$ cat config.mk
export PLATFORM = sky130hd
export DESIGN_NAME = lin_id_filter
export DESIGN_NICKNAME = d
export VERILOG_FILES = /design/src/rtl/lin_flt_pkg.sv /design/src/rtl/lin_flt_regs.sv /design/src/rtl/lin_flt_pair.sv /design/src/rtl/lin_flt_route.sv /design/src/rtl/lin_id_filter.sv
export SDC_FILE = /design/constraint.sdc
export NUM_CORES = 1
export LEC_CHECK = 0
export BUFFER_PORTS_ARGS = -buffer_cell sky130_fd_sc_hd__buf_2
export CORE_MARGIN = 1
export CORE_UTILIZATION = 51
export DETAILED_ROUTE_END_ITERATION = 7
export GPL_ROUTABILITY_DRIVEN = 0
export PLACE_DENSITY = 0.74
export SETUP_SLACK_MARGIN = 0.15
export SYNTH_ARGS = -nofsm -noshare
export SYNTH_HDL_FRONTEND = slang
export SYNTH_SLANG_ARGS = --single-unit
$ cat constraint.sdc
create_clock -name clk -period 4.1 [get_ports clk]
set_input_delay 0.615 -clock clk [delete_from_list [all_inputs] [get_ports clk]]
set_output_delay 0.615 -clock clk [all_outputs]
set_load 0.01 [all_outputs]
$ cat src/rtl/lin_flt_pkg.sv
// Shared constants and the slot register layout for the LIN identifier filter.
// Assumes the slot count is even so slots form whole pairs.
package lin_flt_pkg;
    localparam int ID_W      = 6;
    localparam int LEN_W     = 3;
    localparam int NUM_FLT   = 16;
    localparam int NUM_PAIR  = NUM_FLT / 2;
    localparam int IDX_W     = $clog2(NUM_FLT);
    localparam int ADDR_W    = 5;
    localparam int DATA_W    = 16;
    localparam int ADDR_ACT  = NUM_FLT;
    localparam int ADDR_MODE = NUM_FLT + 1;

    // One slot register; first member is the most significant field.
    typedef struct packed {
        logic             chk;   // 1 = enhanced checksum
        logic [LEN_W-1:0] len;   // data bytes minus one
        logic             dir;   // 1 = TX, 0 = RX
        logic [ID_W-1:0]  key;   // identifier or mask
    } flt_cfg_t;

    localparam int CFG_BITS = $bits(flt_cfg_t);
endpackage

$ cat src/rtl/lin_flt_regs.sv
// Configuration storage: slot registers, activation bits and pair mode bits.
// Assumes one write per cycle; unmapped addresses are dropped.
module lin_flt_regs
    import lin_flt_pkg::*;
(
    input  logic                clk,
    input  logic                rst_n,
    input  logic                cfg_we,
    input  logic [ADDR_W-1:0]   cfg_addr,
    input  logic [DATA_W-1:0]   cfg_wdata,
    output flt_cfg_t            cfg [NUM_FLT],
    output logic [NUM_FLT-1:0]  act,
    output logic [NUM_PAIR-1:0] pair_mask_mode
);
    // Holds slot registers and control bits, updated by the write port.
    always_ff @(posedge clk) begin
        if (!rst_n) begin
            for (int i = 0; i < NUM_FLT; i++) cfg[i] <= '0;
            act            <= '0;
            pair_mask_mode <= '0;
        end else if (cfg_we) begin
            if (cfg_addr < ADDR_W'(NUM_FLT))
                cfg[cfg_addr[IDX_W-1:0]] <= flt_cfg_t'(cfg_wdata[CFG_BITS-1:0]);
            else if (cfg_addr == ADDR_W'(ADDR_ACT))
                act <= cfg_wdata[NUM_FLT-1:0];
            else if (cfg_addr == ADDR_W'(ADDR_MODE))
                pair_mask_mode <= cfg_wdata[NUM_PAIR-1:0];
        end
    end
endmodule

$ cat src/rtl/lin_flt_pair.sv
// Match logic for one slot pair, in list mode (two exact keys) or
// mask mode (key in the even slot, mask in the odd slot). Purely combinational.
module lin_flt_pair
    import lin_flt_pkg::*;
(
    input  logic [ID_W-1:0] id,
    input  flt_cfg_t        cfg_lo,
    input  flt_cfg_t        cfg_hi,
    input  logic            act_lo,
    input  logic            act_hi,
    input  logic            mask_mode,
    output logic [1:0]      hit,
    output logic [1:0]      eff_act
);
    logic [ID_W-1:0] diff_lo;
    logic [ID_W-1:0] diff_hi;

    // Bitwise differences between the identifier and each key.
    assign diff_lo = id ^ cfg_lo.key;
    assign diff_hi = id ^ cfg_hi.key;

    // Selects exact or masked comparison and the slots that count as active.
    always_comb begin
        if (mask_mode) begin
            eff_act = {1'b0, act_lo};
            hit     = {1'b0, act_lo && ((diff_lo & cfg_hi.key) == '0)};
        end else begin
            eff_act = {act_hi, act_lo};
            hit     = {act_hi && (diff_hi == '0), act_lo && (diff_lo == '0)};
        end
    end
endmodule

$ cat src/rtl/lin_flt_route.sv
// Picks the lowest matching slot and decides TX, RX or no interrupt.
// Registers the decision so results appear one clock after the strobe.
module lin_flt_route
    import lin_flt_pkg::*;
(
    input  logic               clk,
    input  logic               rst_n,
    input  logic               id_vld,
    input  logic [NUM_FLT-1:0] hit,
    input  logic [NUM_FLT-1:0] eff_act,
    input  flt_cfg_t           cfg [NUM_FLT],
    output logic               tx_irq,
    output logic               rx_irq,
    output logic               hit_vld,
    output logic [IDX_W-1:0]   hit_idx,
    output logic [LEN_W-1:0]   hit_len,
    output logic               hit_chk
);
    logic [NUM_FLT-1:0] dir_vec;
    logic               any_rx;
    logic               found;
    logic [IDX_W-1:0]   sel;
    logic               tx_n, rx_n;

    // Collects the direction bits of all slots.
    always_comb begin
        for (int i = 0; i < NUM_FLT; i++) dir_vec[i] = cfg[i].dir;
    end

    assign any_rx = |(eff_act & ~dir_vec);

    // Lowest-index priority encoder over the hit vector.
    always_comb begin
        found = 1'b0;
        sel   = '0;
        for (int i = 0; i < NUM_FLT; i++) begin
            if (!found && hit[i]) begin
                found = 1'b1;
                sel   = IDX_W'(i);
            end
        end
    end

    // Interrupt routing from the winner or from the RX-slot count.
    always_comb begin
        tx_n = id_vld && found && cfg[sel].dir;
        rx_n = id_vld && (found ? !cfg[sel].dir : !any_rx);
    end

    // Decision register; outputs clear when no strobe is present.
    always_ff @(posedge clk) begin
        if (!rst_n) begin
            tx_irq  <= 1'b0;
            rx_irq  <= 1'b0;
            hit_vld <= 1'b0;
            hit_idx <= '0;
            hit_len <= '0;
            hit_chk <= 1'b0;
        end else begin
            tx_irq  <= tx_n;
            rx_irq  <= rx_n;
            hit_vld <= id_vld && found;
            hit_idx <= (id_vld && found) ? sel : '0;
            hit_len <= (id_vld && found) ? cfg[sel].len : '0;
            hit_chk <= id_vld && found && cfg[sel].chk;
        end
    end
endmodule

$ cat src/rtl/lin_id_filter.sv
// Top: LIN identifier filter bank with interrupt routing.
// Assumes id is stable whenever id_vld is high; config writes take effect
// for strobes sampled on later edges.
module lin_id_filter
    import lin_flt_pkg::*;
(
    input  logic              clk,
    input  logic              rst_n,
    input  logic              cfg_we,
    input  logic [4:0]        cfg_addr,
    input  logic [15:0]       cfg_wdata,
    input  logic              id_vld,
    input  logic [5:0]        id,
    output logic              tx_irq,
    output logic              rx_irq,
    output logic              hit_vld,
    output logic [3:0]        hit_idx,
    output logic [2:0]        hit_len,
    output logic              hit_chk
);
    flt_cfg_t            cfg [NUM_FLT];
    logic [NUM_FLT-1:0]  act;
    logic [NUM_PAIR-1:0] pair_mask_mode;
    logic [NUM_FLT-1:0]  hit;
    logic [NUM_FLT-1:0]  eff_act;

    lin_flt_regs u_regs (
        .clk(clk), .rst_n(rst_n), .cfg_we(cfg_we), .cfg_addr(cfg_addr),
        .cfg_wdata(cfg_wdata), .cfg(cfg), .act(act), .pair_mask_mode(pair_mask_mode)
    );

    // One match unit per slot pair.
    for (genvar p = 0; p < NUM_PAIR; p++) begin : g_pair
        lin_flt_pair u_pair (
            .id(id), .cfg_lo(cfg[2*p]), .cfg_hi(cfg[2*p+1]),
            .act_lo(act[2*p]), .act_hi(act[2*p+1]),
            .mask_mode(pair_mask_mode[p]),
            .hit(hit[2*p+1:2*p]), .eff_act(eff_act[2*p+1:2*p])
        );
    end

    lin_flt_route u_route (
        .clk(clk), .rst_n(rst_n), .id_vld(id_vld), .hit(hit), .eff_act(eff_act),
        .cfg(cfg), .tx_irq(tx_irq), .rx_irq(rx_irq), .hit_vld(hit_vld),
        .hit_idx(hit_idx), .hit_len(hit_len), .hit_chk(hit_chk)
    );
endmodule

==> results of run 1 <==
## per-stage QoR
stage	worst slack, ns	cells	hold WS (ns)	total power (uW)	util [%]
2_1_floorplan	0.9550	1172	0.4389	2313	-
3_3_place_gp	0.4633	1407	0.4539	2376	54.04
3_5_place_dp	0.3717	1407	0.4612	2380	54.04
4_1_cts	0.8664	1448	0.3435	4444	57.83
5_1_grt	0.6066	1448	0.3647	4556	57.83
6_report	0.7946	1448	0.3511	4429	57.83
## sequential cells by signal, indices dropped and copies added, names as in the netlist
register               flops
u_route.tx_irq             1
u_route.hit_len            3
u_regs.act                16
u_regs.pair_mask_mode      8
u_route.hit_idx            4
u_route.hit_chk            1
u_route.rx_irq             1
u_regs.cfg               176
u_route.hit_vld            1
## cell usage in the layout, fill, tap and decap left out, types with 17 or more instances in the layout
master / count
nand2b_1: 22
mux2i_1: 171
buf_2: 40
clkbuf_16: 25
nand3_1: 42
xor2_1: 68
dfxtp_1: 211
xnor2_1: 27
nand2_1: 146
buf_4: 19
nor2b_1: 136
a21boi_0: 72
inv_1: 17
## power groups by stage
stage	Clock (uW)	Sequential, uW	Combinational [uW]
2_1_floorplan	0	2120	194
3_3_place_gp	0	2120	254
3_5_place_dp	0	2120	258
4_1_cts	2110	2080	259
5_1_grt	2200	2080	279
6_report	2090	2080	261
## how the worst max path moves through the flow
| stage | start | end | cells after the start |
|---|---|---|---|
| 2_1_floorplan | id[0] | u_route.hit_chk | 13 |
| 3_3_place_gp | id[5] | u_route.rx_irq | 12 |
| 3_5_place_dp | id[0] | u_route.rx_irq | 11 |
| 4_1_cts | id[0] | u_route.rx_irq | 12 |
| 5_1_grt | id[0] | u_route.rx_irq | 12 |
| 6_report | id[0] | u_route.rx_irq | 12 |
## cell type report
type | instances | area [um^2] | share of cell area [%]
clock buffer | 35 | 743.2 | 6.270
clock inverter | 6 | 33.78 | 0.2850
inverter | 19 | 71.32 | 0.6017
multi-input combinational | 846 | 6060 | 51.12
sequential | 211 | 4224 | 35.64
tap | 270 | 337.8 | 2.850
timing repair buffer | 61 | 382.9 | 3.230
## logic make-up after synthesis
group                  count (synthesis)  synth area share, %
XOR/XNOR                              96                7.845
flip-flops                           211                39.07
AND/OR/NAND/NOR                      419                20.59
buffers and inverters                115                5.103
multiplexers                         176                16.35
AO/OA/AOI/OAI                        155                11.05
## routing by layer
| metal | part of all wire [%] | GRT usage, % |
|---|---|---|
| met5 | 0 | 0 |
| met2 | 45 | 42.24 |
| met4 | 3.5 | 10.26 |
| met1 | 45 | 35.39 |
| met3 | 6.2 | 4.660 |
## critical path: cells and delay by family
family	cells	cell delay, ns
XOR/XNOR	1	0.24
AND/OR/NAND/NOR	4	0.70
AO/OA/AOI/OAI	4	1.34
buffers and inverters	3	0.79
==> reports/metrics.csv, run 1 <==
metric,value,unit
pwr-share-seq,46.9,%
critPathLaunchType,input port,
ant_nets,0,
cts_tree,built,
initial_core_util,52.76,%
p_clk_share,47.2,%
slowest_stage,o32ai_4,
clock_skew,0.01130,ns
dr_total_vias,8288,
required,4.51,ns
antenna_found_initial,0,
syn_area,10810,um^2
critPathKind,in2reg,
final_area,11850,um^2
peakVddDrop,0.2526,mV
synth_warnings,0,
synth_area_leader_cell,dfxtp_1,
syn_avg_cell_area,9.226,um^2
synth_top_cell_area_share,39.07,%
post_cts_buffers,0,
area_growth,9.616,%
switchingPower,1018,uW
die_width,147.6,um
p_int,3411,uW
coreArea,20490,um^2
globalRoute.totalOverflow,0,
cts_buffers,24,
fin_tns_setup,0,ns
die_area,21790,um^2
grtUsageTotal,26.41,%
num_io_pins,42,
wl_per_cell,19.69,um
relSlewSlack,25.14,%
placed_area,11080,um^2
power_density,373.7,nW/um^2
switching_share,22.99,%
totalWireLength,28510,um
whs_path_depth,3,
tightest_slew,1.123,ns
leakage,0.004721,uW
clock_latency,0.52,ns
viasPerCell,5.724,
final-max-slew-violation-count,0,
yosys-top-cells-count,"211 x dfxtp_1, 171 x mux2i_1, 146 x nand2_1, 136 x nor2b_1, 72 x a21boi_0",
hold_start,cfg_wdata[12],
synthTopCellsByArea,"dfxtp_1 39%, mux2i_1 16%, nor2b_1 7.9%",
setup_viol,0,
finalHoldViolCount,0,
cts_hold_buf,0,
r2r-start,u_regs.cfg[103],
synth_top_flop_cell,dfxtp_1,
ys_ff_latch,211,
grt_max_degree,139,
n_antenna_cell,0,
first_pass_iters,5,
layout_min_cycle_time,3.305,ns
htreeDepth,1,
cts.clk_slew.worst_paths,0.06,ns
io_buffers,41,
die_y,147.6,um
cts_root_buf,clkbuf_16,
clock_path_buffers,3,
nets,1194,
syn_inst,1172,
row_count,52,
critPathMaxStageDelay,0.74,ns
fmax,302.5,MHz
min_to,u_regs.act[12],
dpl.hpwl,19340,um
synth_edf_count,0,
outcome,"finished, final reports clean",
syn_nets,1203,
async_reset_ff_share,0,%
drt_iter0_drc,699,
nFillCells,1819,
grt_setup_unrepaired,no,
ff2ff_setup_slack,0.89,ns
grt_pass1_wl,44880,um
period_share,80.62,%
post_cts_resized,0,
first_global_vias,7978,
crit_chain,buf_2 > buf_4 > xor2_1 > a22oi_1 > nand3_1 > and3_1 > nand3_1 > o32ai_4 > inv_2 > a211oi_1 > o31ai_1 > and3_1,
worst_ep_arrival_time,3.71,ns
reg2reg_depth,10,
drc_errors,0,
drive_above_1_share,10.70,%
end_kind,flop,
hold_class,in2reg,
synth.distinct_cells,67,
synth_most_common_cell,dfxtp_1,
cp_max_fo,15,
reg2reg_to,u_route.rx_irq,
ys_seq_area_share,39.07,%
combPwrFrac,5.9,%
clock_sinks,211,
drv_cap,0,
No activity file was read; power rests on OpenSTA's default activity.
==> run 2, diff against run 1 <==
--- a/config.mk
+++ b/config.mk
@@ -5,12 +5,13 @@
 export SDC_FILE = /design/constraint.sdc
 export NUM_CORES = 1
 export LEC_CHECK = 0
+export ABC_AREA = 1
 export BUFFER_PORTS_ARGS = -buffer_cell sky130_fd_sc_hd__buf_2
 export CORE_MARGIN = 1
 export CORE_UTILIZATION = 51
 export DETAILED_ROUTE_END_ITERATION = 7
 export GPL_ROUTABILITY_DRIVEN = 0
-export PLACE_DENSITY = 0.74
+export PLACE_DENSITY = 0.76
 export SETUP_SLACK_MARGIN = 0.15
 export SYNTH_ARGS = -nofsm -noshare
 export SYNTH_HDL_FRONTEND = slang
==> constraint.sdc (replaced) <==
create_clock -name clk -period 2.7 [get_ports clk]
set_input_delay 0.405 -clock clk [delete_from_list [all_inputs] [get_ports clk]]
set_output_delay 0.405 -clock clk [all_outputs]
set_load 0.01 [all_outputs]
==> run 2 against run 1 <==
The run now ends with setup timing left. Synthesized cell count increased by 26%. Clock power up 42%. Largest power group is now sequential cells. Non-clock buffer count up 97. Sequential cell count did not move. Power is 50% higher. Critical endpoint is now u_route.hit_len[1]. Sequential share of layout area is 1.6 points lower. Critical path type is now reg2reg. Critical path depth grew 13.
==> reports/metrics.csv, run 2 <==
metric,value,unit
outcome,"finished, violations left",
violations,setup timing,
grt_max_degree,100,
nFillCells,1678,
die_area,20910,um^2
syn_inst,1474,
row_count,51,
grtUsageTotal,30.56,%
htreeDepth,1,
fmax,337.3,MHz
grt_pass1_wl,49490,um
num_io_pins,42,
finalHoldViolCount,0,
cts.clk_slew.worst_paths,0.06,ns
io_buffers,41,
clock_latency,0.51,ns
cts_hold_buf,0,
synthTopCellsByArea,"dfxtp_1 41%, a21oi_1 9.1%, o21ai_0 8.8%",
die_width,144.6,um
drc_errors,0,
fin_tns_setup,-1.442,ns
final_common_cell,dfxtp_1,
dr_total_vias,10410,
peakVddDrop,0.4420,mV
mostFrequentLayoutCells,"197 x dfxtp_1, 192 x nand2_1, 181 x a21oi_1",
synth_most_common_cell,nand2_1,
first_pass_iters,6,
syn_area,10370,um^2
clock_path_buffers,3,
required,3.10,ns
layout_min_cycle_time,2.965,ns
viasPerCell,5.652,
tightest_slew,0.6830,ns
critPathKind,reg2reg,
coreArea,19720,um^2
wl_per_cell,17.55,um
critPathLaunchType,flop,
largest_reg_flops,176,
period_share,109.8,%
worst_ep_arrival_time,3.37,ns
top_regs,"u_regs.cfg (176), u_regs.act (16), u_regs.pair_mask_mode (8)",
synth_warnings,0,
grt_setup_unrepaired,yes,
setup_viol,6,
power_density,535.0,nW/um^2
synth_area_leader_cell,dfxtp_1,
antenna_found_initial,0,
drv_cap,0,
worst_slack,-0.2646,ns
first_global_vias,9358,
syn_avg_cell_area,7.038,um^2
cts_buffers,23,
ys_ff_latch,211,
cts_tree,built,
yosys-top-cells-count,"214 x nand2_1, 211 x dfxtp_1, 188 x a21oi_1, 183 x o21ai_0, 165 x inv_1",
relSlewSlack,53.89,%
max_flop_register,u_regs.cfg,
synth.distinct_cells,49,
drive_above_1_share,19.16,%
cp_max_fo,6,
globalRoute.totalOverflow,0,
initial_core_util,52.61,%
leakage,0.004968,uW
nets,1594,
clock_sinks,211,
async_reset_ff_share,0,%
holdWs,0.1895,ns
drt_iter0_drc,1177,
synth_top_flop_cell,dfxtp_1,
cts_root_buf,clkbuf_16,
syn_nets,1505,
dpl.hpwl,21650,um
die_y,144.6,um
clock_skew,0.008711,ns
n_antenna_cell,0,
totalWireLength,32310,um
hold_class,in2reg,
end_kind,flop,
ys_seq_area_share,40.72,%
final-max-slew-violation-count,0,
ant_nets,0,
area_growth,20.00,%
synth_top_cell_area_share,40.72,%
synth_edf_count,0,
-- run 2: changes by cell type in the layout (fill, tap and decap cells not counted), moves of 50 or more --
| cell | delta |
|---|---|
| o21ai_0 | +169 |
| a21oi_1 | +170 |
| nor2b_1 | -136 |
| nor2_1 | +120 |
| inv_1 | +138 |
| buf_4 | +84 |
| nand3_1 | +50 |
| a21boi_0 | -72 |
| mux2i_1 | -171 |
-- run 2: worst max-delay path, cell delays in order, from the launching register on --
cell and delay (ns):
dfxtp_2 0.33, inv_2 0.05, nand2_1 0.05, nand2_1 0.09, nand2_1 0.05, nand2_1 0.05
nor2_1 0.05, nand2_1 0.07, nand2_1 0.06, nand2_2 0.08, nand2_2 0.07, nor2_4 0.15
nand4_4 0.13, nor3_4 0.21, nand4_2 0.17, nor2_4 0.19, nand4_4 0.16, nand3b_1 0.15
buf_6 0.15, buf_12 0.14, buf_12 0.11, a21oi_2 0.03, o21ai_1 0.09, nand3_1 0.11
nand3_1 0.09, nand2_1 0.05
-- run 2: what timing repair did --
item                                    CTS  global route
pin swaps                                17            34
resized for setup                        53            40
buffers inserted                          9             8
endpoints found under the setup margin    8            10
cloned                                    2             2
-- run 2: cell families after synthesis --
group | synth area share, %
AND/OR/NAND/NOR | 21.95
AO/OA/AOI/OAI | 21.08
buffers and inverters | 11.18
XOR/XNOR | 5.066
flip-flops | 40.72
-- run 2: final timing paths --
check                                     start                 end  slack (ns)  cells after the start
worst max-delay path            u_regs.cfg[146]  u_route.hit_len[1]       -0.26                     25
worst min-delay path              cfg_wdata[11]      u_regs.act[11]        0.19                      3
worst max register to register  u_regs.cfg[146]  u_route.hit_len[1]       -0.26                     25
worst min register to register    u_regs.act[7]       u_regs.act[7]        0.45                      2
-- run 2: power by group --
| group | internal (uW) | switching (uW) |
|---|---|---|
| registers | 3150 | 23.3 |
| logic | 168 | 348 |
| clock network | 1740 | 1230 |
-- run 2: final cells by class --
| type | instances | area, um^2 | area share [%] |
|---|---|---|---|
| multi-input combinational | 992 | 5245 | 42.13 |
| tap | 265 | 331.6 | 2.664 |
| clock buffer | 33 | 643.1 | 5.166 |
| clock inverter | 5 | 50.05 | 0.4021 |
| timing repair buffer | 158 | 1255 | 10.08 |
| sequential | 211 | 4242 | 34.07 |
| inverter | 177 | 681.9 | 5.478 |
-- run 2: routing by layer --
layer  wire length, um  GRT usage [%]  up-vias  part of all wire, %
li1                  -              -     5001                    -
met1             13600          41.31     4814                   42
met2             14780          49.82      517                   46
met3              3003          4.503       73                  9.3
met4               930          9.972        0                  2.9
met5                 0              0        -                    0
-- run 2: through the flow --
step,cells,utilization [%],cell area [um^2],setup slack [ns],power [uW]
final,1841,63.13,12450,-0.2646,6659
after global routing,1841,63.13,12450,-0.4928,6849
after CTS,1831,62.10,12250,-0.07444,6654
after detailed placement,1782,57.19,11280,-0.5320,3726
after global placement,1782,57.19,11280,-0.4679,3719
after floorplan,1474,-,10490,0.005404,3560
